### config.mk
export PLATFORM = sky130hd
export DESIGN_NAME = fa_tlb
export DESIGN_NICKNAME = d
export VERILOG_FILES = /design/src/rtl/tlb_pkg.sv /design/src/rtl/fa_tlb_cam.sv /design/src/rtl/fa_tlb_victim.sv /design/src/rtl/fa_tlb.sv
export SDC_FILE = /design/constraint.sdc
export NUM_CORES = 1
export LEC_CHECK = 0
export BUFFER_PORTS_ARGS = -buffer_cell sky130_fd_sc_hd__buf_2
export CAP_MARGIN = 30
export CELL_PAD_IN_SITES_DETAIL_PLACEMENT = 1
export CELL_PAD_IN_SITES_GLOBAL_PLACEMENT = 1
export CORE_MARGIN = 10
export CORE_UTILIZATION = 50
export CTS_CLUSTER_SIZE = 28
export DETAILED_ROUTE_END_ITERATION = 10
export GPL_TIMING_DRIVEN = 0
export PLACE_DENSITY = 0.77
export SLEW_MARGIN = 5
export SYNTH_ARGS = -nofsm -noshare
export SYNTH_HDL_FRONTEND = slang
export SYNTH_HIERARCHICAL = 1
export SYNTH_SLANG_ARGS = --single-unit
### constraint.sdc
create_clock -name clk -period 6.4 [get_ports clk]
set_input_delay 0.64 -clock clk [delete_from_list [all_inputs] [get_ports clk]]
set_output_delay 0.64 -clock clk [all_outputs]
set_load 0.01 [all_outputs]
### src/rtl/tlb_pkg.sv
package tlb_pkg;

    typedef enum logic [1:0] {
        ACC_READ  = 2'd0,
        ACC_WRITE = 2'd1,
        ACC_EXEC  = 2'd2,
        ACC_RSVD  = 2'd3
    } acc_kind_e;

    typedef struct packed {
        logic rd;
        logic wr;
        logic ex;
    } perm_t;

    typedef enum logic {
        ST_IDLE = 1'b0,
        ST_WALK = 1'b1
    } tlb_state_e;

    function automatic logic perm_allows(perm_t p, acc_kind_e k);
        case (k)
            ACC_WRITE: return p.wr;
            ACC_EXEC:  return p.ex;
            default:   return p.rd;
        endcase
    endfunction

endpackage

### src/rtl/fa_tlb_cam.sv
module fa_tlb_cam
    import tlb_pkg::*;
#(
    parameter int ENTRIES = 8,
    parameter int VPN_W   = 20,
    parameter int PFN_W   = 16,
    localparam int IDX_W  = (ENTRIES > 1) ? $clog2(ENTRIES) : 1
) (
    input  logic               clk,
    input  logic               rst,
    input  logic [VPN_W-1:0]   lk_vpn,
    output logic               hit,
    output logic [IDX_W-1:0]   hit_idx,
    output logic [PFN_W-1:0]   hit_pfn,
    output perm_t              hit_perm,
    input  logic               mod_set,
    input  logic [IDX_W-1:0]   mod_idx,
    input  logic               flush_en,
    input  logic [VPN_W-1:0]   flush_vpn,
    input  logic               ins_en,
    input  logic [IDX_W-1:0]   ins_idx,
    input  logic [VPN_W-1:0]   ins_vpn,
    input  logic [PFN_W-1:0]   ins_pfn,
    input  perm_t              ins_perm,
    input  logic               ins_mod,
    input  logic [IDX_W-1:0]   vic_idx,
    output logic               vic_valid,
    output logic [VPN_W-1:0]   vic_vpn,
    output logic               vic_mod,
    output logic [ENTRIES-1:0] valid_vec
);

    logic [ENTRIES-1:0] valid_q;
    logic [ENTRIES-1:0] mod_q;
    logic [ENTRIES-1:0] match;
    logic [VPN_W-1:0]   vpn_q  [ENTRIES];
    logic [PFN_W-1:0]   pfn_q  [ENTRIES];
    perm_t              perm_q [ENTRIES];

    for (genvar g = 0; g < ENTRIES; g++) begin : g_entry
        logic load_here;
        logic flush_here;
        assign load_here  = ins_en && (ins_idx == IDX_W'(g));
        assign flush_here = flush_en && valid_q[g] && (vpn_q[g] == flush_vpn);
        assign match[g]   = valid_q[g] && (vpn_q[g] == lk_vpn);

        always_ff @(posedge clk) begin
            if (rst) begin
                valid_q[g] <= 1'b0;
                mod_q[g]   <= 1'b0;
            end else if (load_here) begin
                valid_q[g] <= 1'b1;
                vpn_q[g]   <= ins_vpn;
                pfn_q[g]   <= ins_pfn;
                perm_q[g]  <= ins_perm;
                mod_q[g]   <= ins_mod;
            end else if (flush_here) begin
                valid_q[g] <= 1'b0;
            end else if (mod_set && (mod_idx == IDX_W'(g))) begin
                mod_q[g]   <= 1'b1;
            end
        end
    end

    always_comb begin
        hit_idx = '0;
        for (int i = 0; i < ENTRIES; i++) begin
            if (match[i]) hit_idx = IDX_W'(i);
        end
    end

    assign hit       = |match;
    assign hit_pfn   = pfn_q[hit_idx];
    assign hit_perm  = perm_q[hit_idx];
    assign vic_valid = valid_q[vic_idx];
    assign vic_vpn   = vpn_q[vic_idx];
    assign vic_mod   = mod_q[vic_idx];
    assign valid_vec = valid_q;


    match_unique_chk: assert property (@(posedge clk) disable iff (rst)
        $onehot0(match));


    install_target_chk: assert property (@(posedge clk) disable iff (rst)
        ins_en |=> valid_q[$past(ins_idx)]);

endmodule

### src/rtl/fa_tlb_victim.sv
module fa_tlb_victim #(
    parameter int ENTRIES = 8,
    localparam int IDX_W  = (ENTRIES > 1) ? $clog2(ENTRIES) : 1
) (
    input  logic               clk,
    input  logic               rst,
    input  logic [ENTRIES-1:0] valid_vec,
    input  logic               advance,
    output logic [IDX_W-1:0]   vic_idx,
    output logic               full
);

    logic [IDX_W-1:0] rr_q;

    assign full = &valid_vec;

    always_comb begin
        vic_idx = rr_q;
        for (int i = ENTRIES - 1; i >= 0; i--) begin
            if (!valid_vec[i]) vic_idx = IDX_W'(i);
        end
    end

    always_ff @(posedge clk) begin
        if (rst) begin
            rr_q <= '0;
        end else if (advance && full) begin
            rr_q <= (rr_q == IDX_W'(ENTRIES - 1)) ? '0 : rr_q + 1'b1;
        end
    end


    free_slot_chk: assert property (@(posedge clk) disable iff (rst)
        !full |-> !valid_vec[vic_idx]);

endmodule

### src/rtl/fa_tlb.sv
module fa_tlb
    import tlb_pkg::*;
#(
    parameter int ENTRIES = 8,
    parameter int VPN_W   = 20,
    parameter int PFN_W   = 16
) (
    input  logic             clk,
    input  logic             rst,
    input  logic             req_valid,
    input  logic [VPN_W-1:0] req_vpn,
    input  logic [1:0]       req_kind,
    output logic             req_ready,
    output logic             resp_valid,
    output logic [PFN_W-1:0] resp_pfn,
    output logic             resp_prot_fault,
    output logic             resp_page_fault,
    output logic             walk_req,
    output logic [VPN_W-1:0] walk_vpn,
    input  logic             walk_rsp_valid,
    input  logic             walk_rsp_present,
    input  logic [PFN_W-1:0] walk_rsp_pfn,
    input  logic [2:0]       walk_rsp_perm,
    output logic             wb_valid,
    output logic [VPN_W-1:0] wb_vpn,
    output logic             wb_dirty,
    input  logic             flush_valid,
    input  logic [VPN_W-1:0] flush_vpn
);

    localparam int IDX_W = (ENTRIES > 1) ? $clog2(ENTRIES) : 1;

    tlb_state_e         state_q;
    logic [VPN_W-1:0]   pend_vpn_q;
    acc_kind_e          pend_kind_q;
    acc_kind_e          kind;

    logic               hit;
    logic [IDX_W-1:0]   hit_idx;
    logic [PFN_W-1:0]   hit_pfn;
    perm_t              hit_perm;
    logic               hit_ok;
    perm_t              rsp_perm;
    logic               rsp_ok;
    logic               accept;
    logic               mod_set;
    logic               ins_en;
    logic               ins_mod;
    logic [IDX_W-1:0]   vic_idx;
    logic               vic_valid;
    logic [VPN_W-1:0]   vic_vpn;
    logic               vic_mod;
    logic               full;
    logic [ENTRIES-1:0] valid_vec;

    assign kind      = acc_kind_e'(req_kind);
    assign rsp_perm  = perm_t'(walk_rsp_perm);
    assign hit_ok    = perm_allows(hit_perm, kind);
    assign rsp_ok    = perm_allows(rsp_perm, pend_kind_q);
    assign req_ready = (state_q == ST_IDLE);
    assign walk_req  = (state_q == ST_WALK);
    assign walk_vpn  = pend_vpn_q;
    assign accept    = req_ready && req_valid;
    assign mod_set   = accept && hit && hit_ok && (kind == ACC_WRITE);
    assign ins_en    = walk_req && walk_rsp_valid && walk_rsp_present;
    assign ins_mod   = rsp_ok && (pend_kind_q == ACC_WRITE);

    fa_tlb_cam #(.ENTRIES(ENTRIES), .VPN_W(VPN_W), .PFN_W(PFN_W)) u_cam (
        .clk       (clk),
        .rst       (rst),
        .lk_vpn    (req_vpn),
        .hit       (hit),
        .hit_idx   (hit_idx),
        .hit_pfn   (hit_pfn),
        .hit_perm  (hit_perm),
        .mod_set   (mod_set),
        .mod_idx   (hit_idx),
        .flush_en  (flush_valid),
        .flush_vpn (flush_vpn),
        .ins_en    (ins_en),
        .ins_idx   (vic_idx),
        .ins_vpn   (pend_vpn_q),
        .ins_pfn   (walk_rsp_pfn),
        .ins_perm  (rsp_perm),
        .ins_mod   (ins_mod),
        .vic_idx   (vic_idx),
        .vic_valid (vic_valid),
        .vic_vpn   (vic_vpn),
        .vic_mod   (vic_mod),
        .valid_vec (valid_vec)
    );

    fa_tlb_victim #(.ENTRIES(ENTRIES)) u_victim (
        .clk       (clk),
        .rst       (rst),
        .valid_vec (valid_vec),
        .advance   (ins_en),
        .vic_idx   (vic_idx),
        .full      (full)
    );

    always_ff @(posedge clk) begin
        if (rst) begin
            state_q         <= ST_IDLE;
            pend_vpn_q      <= '0;
            pend_kind_q     <= ACC_READ;
            resp_valid      <= 1'b0;
            resp_pfn        <= '0;
            resp_prot_fault <= 1'b0;
            resp_page_fault <= 1'b0;
            wb_valid        <= 1'b0;
            wb_vpn          <= '0;
            wb_dirty        <= 1'b0;
        end else begin
            resp_valid      <= 1'b0;
            resp_pfn        <= '0;
            resp_prot_fault <= 1'b0;
            resp_page_fault <= 1'b0;
            wb_valid        <= 1'b0;
            case (state_q)
                ST_IDLE: begin
                    if (req_valid) begin
                        if (hit) begin
                            resp_valid      <= 1'b1;
                            resp_pfn        <= hit_ok ? hit_pfn : '0;
                            resp_prot_fault <= !hit_ok;
                        end else begin
                            state_q     <= ST_WALK;
                            pend_vpn_q  <= req_vpn;
                            pend_kind_q <= kind;
                        end
                    end
                end
                ST_WALK: begin
                    if (walk_rsp_valid) begin
                        state_q    <= ST_IDLE;
                        resp_valid <= 1'b1;
                        if (!walk_rsp_present) begin
                            resp_page_fault <= 1'b1;
                        end else begin
                            resp_pfn        <= rsp_ok ? walk_rsp_pfn : '0;
                            resp_prot_fault <= !rsp_ok;
                            wb_valid        <= vic_valid;
                            wb_vpn          <= vic_vpn;
                            wb_dirty        <= vic_mod;
                        end
                    end
                end
                default: state_q <= ST_IDLE;
            endcase
        end
    end


    walk_hold_chk: assert property (@(posedge clk) disable iff (rst)
        (walk_req && !walk_rsp_valid) |=> walk_req);


    stall_while_walk_chk: assert property (@(posedge clk) disable iff (rst)
        walk_req |-> !req_ready);


    walk_answer_chk: assert property (@(posedge clk) disable iff (rst)
        (walk_req && walk_rsp_valid) |=> (resp_valid && req_ready));


    fault_exclusive_chk: assert property (@(posedge clk) disable iff (rst)
        !(resp_prot_fault && resp_page_fault));


    fault_zero_pfn_chk: assert property (@(posedge clk) disable iff (rst)
        (resp_prot_fault || resp_page_fault) |-> (resp_pfn == '0));


    wb_with_resp_chk: assert property (@(posedge clk) disable iff (rst)
        wb_valid |-> (resp_valid && !resp_page_fault));

endmodule

# After elaboration in Yosys (flattened, before gate mapping)
# Memories as Yosys holds them, arrays and structs flattened. A register that Yosys moved wholly into a read port is not among the register bits.
# Index checks and enable logic that the tools add are counted.
# word_totals
regBits	63
mem_bits_ro	0
ramBits	312
latchBits	0
inputBits	67
mem_count	3
word_cells	351
# classes
bitwise_logic	4
mux	170
n_eq_ne	43
n_mul	0
reduce_logical	103
shifts	0
add_sub_neg	1
magnitude_cmp	1
n_div	0
# memory_table
memory	words	word_bits	read_ports	rd_clocked_by_memory_dff	wr	line_no	text
u_cam.vpn_q	8	20	9	1	1	fa_tlb_cam.sv:36	logic [VPN_W-1:0] vpn_q [ENTRIES];
u_cam.pfn_q	8	16	1	0	1	fa_tlb_cam.sv:37	logic [PFN_W-1:0] pfn_q [ENTRIES];
u_cam.perm_q	8	3	1	0	1	fa_tlb_cam.sv:38	perm_t perm_q [ENTRIES];
# op_table
op	n
20-bit == test	16
16-bit two-way mux	13
20-bit two-way mux	7
20-bit OR reduction	7
3-bit two-way mux	41
16-bit OR reduction	7
1-bit two-way mux	99
1-bit logical AND	48
16-bit one-hot mux with 2 select lines	1
2-bit nonzero test	16
3-bit == test (second input constant)	9
3-bit OR reduction	8
2-bit by 1-bit inequality test with 1-bit output (second input constant)	8
2-bit AND reduction	8
3-bit by 2-bit == test with 1-bit output (second input constant)	4
1-bit one-hot mux with 2 select lines	5
8-bit AND reduction	1
8-bit OR reduction	1
1-bit binary-select mux with 3-bit select	2
3-bit by 1-bit == test with 1-bit output (second input constant)	2
3-bit zero test	2
3-bit AND reduction	2
2-bit by 1-bit == test with 1-bit output (second input constant)	2
2-bit == test (second input constant)	2
6 further kinds	11

# Longest topological paths before layout
# logic_depth
depth_word	21
ltp_mapped	19
ltp_nobuf	15

# Cells and area by module
# The synthesis kept the hierarchy.
# modules_own_cells
module	cells_per_inst	seq_area_each_um2	n_inst	area_each_um2
fa_tlb_cam	1243	9689.3	1	17013.8
fa_tlb	260	1281.2	1	2314.7
fa_tlb_victim	32	60.1	1	231.5

# Least setup slack after synthesis
# No wires, ideal clock.
# synth_path
path_kind	input-to-reg
startpoint	input port walk_rsp_valid
endpoint	memory u_cam/perm_q[0][0] (netlist name) (enable)
setup_slack_ps	1520
path_buffers	1
t_arrival_ps	4395
required_ps	5915
setup_ps	485
stages	6
cell_sequence	nand3_2 -> inv_1 -> buf_2 -> nor2b_1 -> nand2b_1 -> nor3_1
# synth_via
elab_chain_cells	14
# synth_rtl
item	line_no	text
from (decl)	fa_tlb.sv:20	input logic walk_rsp_valid,
1-bit logical AND (*) (2 in series)	fa_tlb.sv:65	assign ins_en = walk_req && walk_rsp_valid && walk_rsp_present;
via ins_en	fa_tlb.sv:47	logic ins_en;
1-bit logical AND	fa_tlb_cam.sv:43	assign load_here = ins_en && (ins_idx == IDX_W'(g));
1-bit two-way mux	fa_tlb_cam.sv:51	end else if (load_here) begin
1-bit two-way mux	fa_tlb_cam.sv:48	if (rst) begin
1-bit two-way mux (implied by the code)	fa_tlb_cam.sv:55	perm_q[g] <= ins_perm;
3-bit OR reduction (no source line)	--	
3-bit two-way mux (no source line) / 1-bit two-way mux (equally long branches) (7 in series)	--	
to (decl)	fa_tlb_cam.sv:38	
# The timed path passes the listed nets; every way through them passes the cells marked *.

==> impl_metrics.json <==
{
  "status": "complete, no violations",
  "vias": 14500,
  "die_w_um": 218,
  "totalWireLength_um": 77700,
  "regToRegEndpoint": "u_cam/mod_q[1]$_SDFFE_PP0P_",
  "powerDensity_nw_per_um2": 260,
  "setup_viol": 0,
  "min_period_ns": 5.82,
  "dp_hpwl_um": 57300,
  "dr.pass1.iters": 5,
  "vias_per_cell": 6.42,
  "critPathMaxStageDelay_ns": 0.65,
  "fin_ws_ns": 0.578,
  "grt_usage": 0.325,
  "cp.required_ns": 6.90,
  "layout_common_cells": "312 x edfxtp_1, 160 x xnor2_1, 157 x xor2_1",
  "first_iter_violations": 1539,
  "grt_first_pass_wirelength_um": 110000,
  "ys_seq_area_frac": 0.564,
  "start_kind": "flop",
  "hold_path.class": "in2reg",
  "layout.nets": 1779,
  "r2r_slack_ns": 0.58,
  "cts_tree": "yes",
  "synth_cell_types": 63,
  "overflow": 0,
  "clock_path_buffers": 3,
  "cts_setup_buffers": 0,
  "hold_buffers": 0,
  "synthTopCellsByArea": "edfxtp_1 48%, dfxtp_1 8.5%, xnor2_1 7.2%, xor2_1 7.0%, mux4_2 5.1%",
  "dp_cells": 2177,
  "r2r-start": "u_cam/vpn_q[2][5]$_DFFE_PP_",
  "period_share": 0.910,
  "critPathKind": "reg2reg",
  "core_sq_um": 38600,
  "ys_seq_elements": 395,
  "place_congestion": 0.982,
  "power_mw": 5.86,
  "ff2ff_path_depth": 16,
  "drive_gt1_frac": 0.206,
  "synth-main-ff-cell": "edfxtp_1",
  "max_freq_ghz": 0.172,
  "maxCapViolations": 0,
  "slew_viol_final": 0,
  "cts_buffers": 43,
  "arrival_ns": 6.32,
  "finClkSkew_ns": 0.0183,
  "area_growth_pct": 15.4,
  "relSlewSlack": 0.281,
  "post-route-util": 0.584,
  "start_util": 0.506,
  "post_cts_resized": 0,
  "grt_start_max_net_pins": 24,
  "rsz0062_at_grt": "no",
  "grt_pass1_vias": 15300,
  "synth_top_area_share": 0.479,
  "hold_viol_final": 0,
  "avgSynthCellArea_sq_um": 12.7,
  "whs_ns": 0.243,
  "synthCells": 1535,
  "die_area_sq_um": 47400,
  "hp-start": "walk_rsp_present",
  "final_cell_count_no_fill": 2260,
  "io_buffers": 108,
  "ios": 130,
  "synth-async-reset-ratio": 0,
  "pre_cts_ws_ns": 0.261,
  "crit_path_end_kind": "flop",
  "synth.cell_area_sq_um": 19600,
  "p_leak_nw": 7.50,
  "worstSkewPairLatency_ns": 0.59,
  "routedWlPerCell_um": 34.4,
  "yosys_warnings": 6,
  "htreeDepth": 2,
  "die_h_um": 218,
  "worstMarginPinSlew_ns": 1.08,
  "antenna_found_initial": 1,
  "hold_path_depth": 2,
  "final_common_cell": "edfxtp_1",
  "ir_drop_uv": 317,
  "hold-path-endpoint": "resp_page_fault$_SDFF_PP0_",
  "rows": 72,
  "worstPathMaxFanout": 10,
  "path_common_cell": "a21oi_1",
  "cp_slowest_cell": "nor3_2",
  "cp_cell_sequence": "xnor2_1, nand4_1, nor4_1, and2_1, nor2_1, nor3_2, clkbuf_1, a311oi_1, a21oi_1, a22oi_1, a21oi_1, nor3b_1, nor2b_1, nor4bb_1, o22ai_1, a21oi_1",
  "post-route-drc-count": 0,
  "netlist.top_cell.by_area": "edfxtp_1",
  "clockRootBuffer": "clkbuf_16",
  "synth_nets": 1608,
  "ant_nets": 0,
  "cts.sinks": 395,
  "synth-edff-count": 312,
  "nFillCells": 3856,
  "path_clk_slew_ns": 0.06
}
==> how the worst max path moves through the flow <==
| stage | start | depth (start not counted) | slack (ns) | to |
|---|---|---|---|---|
| after detailed placement | req_vpn[2] | 18 | 0.26 | u_cam/mod_q[1]$_SDFFE_PP0P_ |
| after global routing | u_cam/vpn_q[2][5]$_DFFE_PP_ | 16 | 0.42 | u_cam/mod_q[1]$_SDFFE_PP0P_ |
| after floorplan | walk_rsp_valid | 6 | 1.52 | u_cam/perm_q[0][0]$_DFFE_PP_ |
| final | u_cam/vpn_q[2][5]$_DFFE_PP_ | 16 | 0.58 | u_cam/mod_q[1]$_SDFFE_PP0P_ |
| after CTS | u_cam/vpn_q[2][5]$_DFFE_PP_ | 16 | 0.77 | u_cam/mod_q[1]$_SDFFE_PP0P_ |
| after global placement | walk_rsp_valid | 7 | -2.18 | u_cam/pfn_q[0][4]$_DFFE_PP_ |
==> stage by stage <==
step	TNS (ns)	cell area, sq um
finish	0	22600
global route	0	22600
CTS	0	22500
detailed placement	0	21000
global placement	-86.74	20700
floorplan	0	19600
==> routing by layer <==
metal / wire length, um / global-route usage / up-vias / part of all wire
met4: 5240 / 0.192 / 2 / 0.067
met3: 5180 / 0.0502 / 217 / 0.067
met2: 38200 / 0.548 / 720 / 0.49
met1: 29000 / 0.387 / 7524 / 0.37
met5: 13 / 0 / - / 0.00017
li1: - / - / 6055 / -
==> kinds of logic after synthesis <==
logic type,count (synthesis),synth area share
flip-flops,395,0.564
buffers and inverters,136,0.0318
AND/OR/NAND/NOR,372,0.0989
AO/OA/AOI/OAI,201,0.0709
adder cells (fa/ha/maj),6,0.00384
multiplexers,104,0.0854
XOR/XNOR,321,0.145
==> synthesized netlist by cell type, drive strengths merged (16+ instances only) <==
cell	n
edfxtp	312
xnor2	164
xor2	157
nand2	147
a21oi	96
dfxtp	83
nand4	62
mux2	60
nor4	56
clkbuf	55
buf	45
mux4	44
inv	36
a211oi	26
nand3	23
nor2	23
a311oi	20
a221oi	19
a22o	16
==> power breakdown <==
part	switching (mW)	leakage [nW]	total [mW]	internal [mW]
logic	0.264	3.27	0.386	0.122
clock network	1.09	0.737	2.65	1.56
registers	0.0362	3.49	2.82	2.78
==> cell type report <==
class / count / area [sq um] / area share
Timing Repair Buffer: 126 / 806 / 0.0357
Sequential cell: 395 / 11000 / 0.489
Antenna cell: 2 / 5.00 / 0.000222
Tap cell: 518 / 648 / 0.0287
Multi-Input combinational cell: 1004 / 7970 / 0.353
Inverter: 36 / 135 / 0.00599
Clock buffer: 58 / 1230 / 0.0547
Clock inverter: 21 / 263 / 0.0116
Buffer: 100 / 487 / 0.0216
==> critical path: cells and delay by family, from the launching register on <==
kind	cells	cell delay, ns
xor+xnor	1	0.42
buf+inv	1	0.51
simple gates	8	3.08
compound gates	6	1.24
flops	1	0.48
==> state kept, by name, indices dropped and copies added, names as in the netlist <==
signal / count
pend_kind_q: 2
resp_page_fault: 1
resp_pfn: 16
resp_prot_fault: 1
resp_valid: 1
u_cam/mod_q: 8
u_cam/perm_q: 24
u_cam/pfn_q: 128
u_cam/valid_vec: 8
u_cam/vpn_q: 160
u_victim/rr_q: 3
walk_req: 1
walk_vpn: 20
wb_dirty: 1
wb_valid: 1
wb_vpn: 20
(Power assumes the default switching activity.)
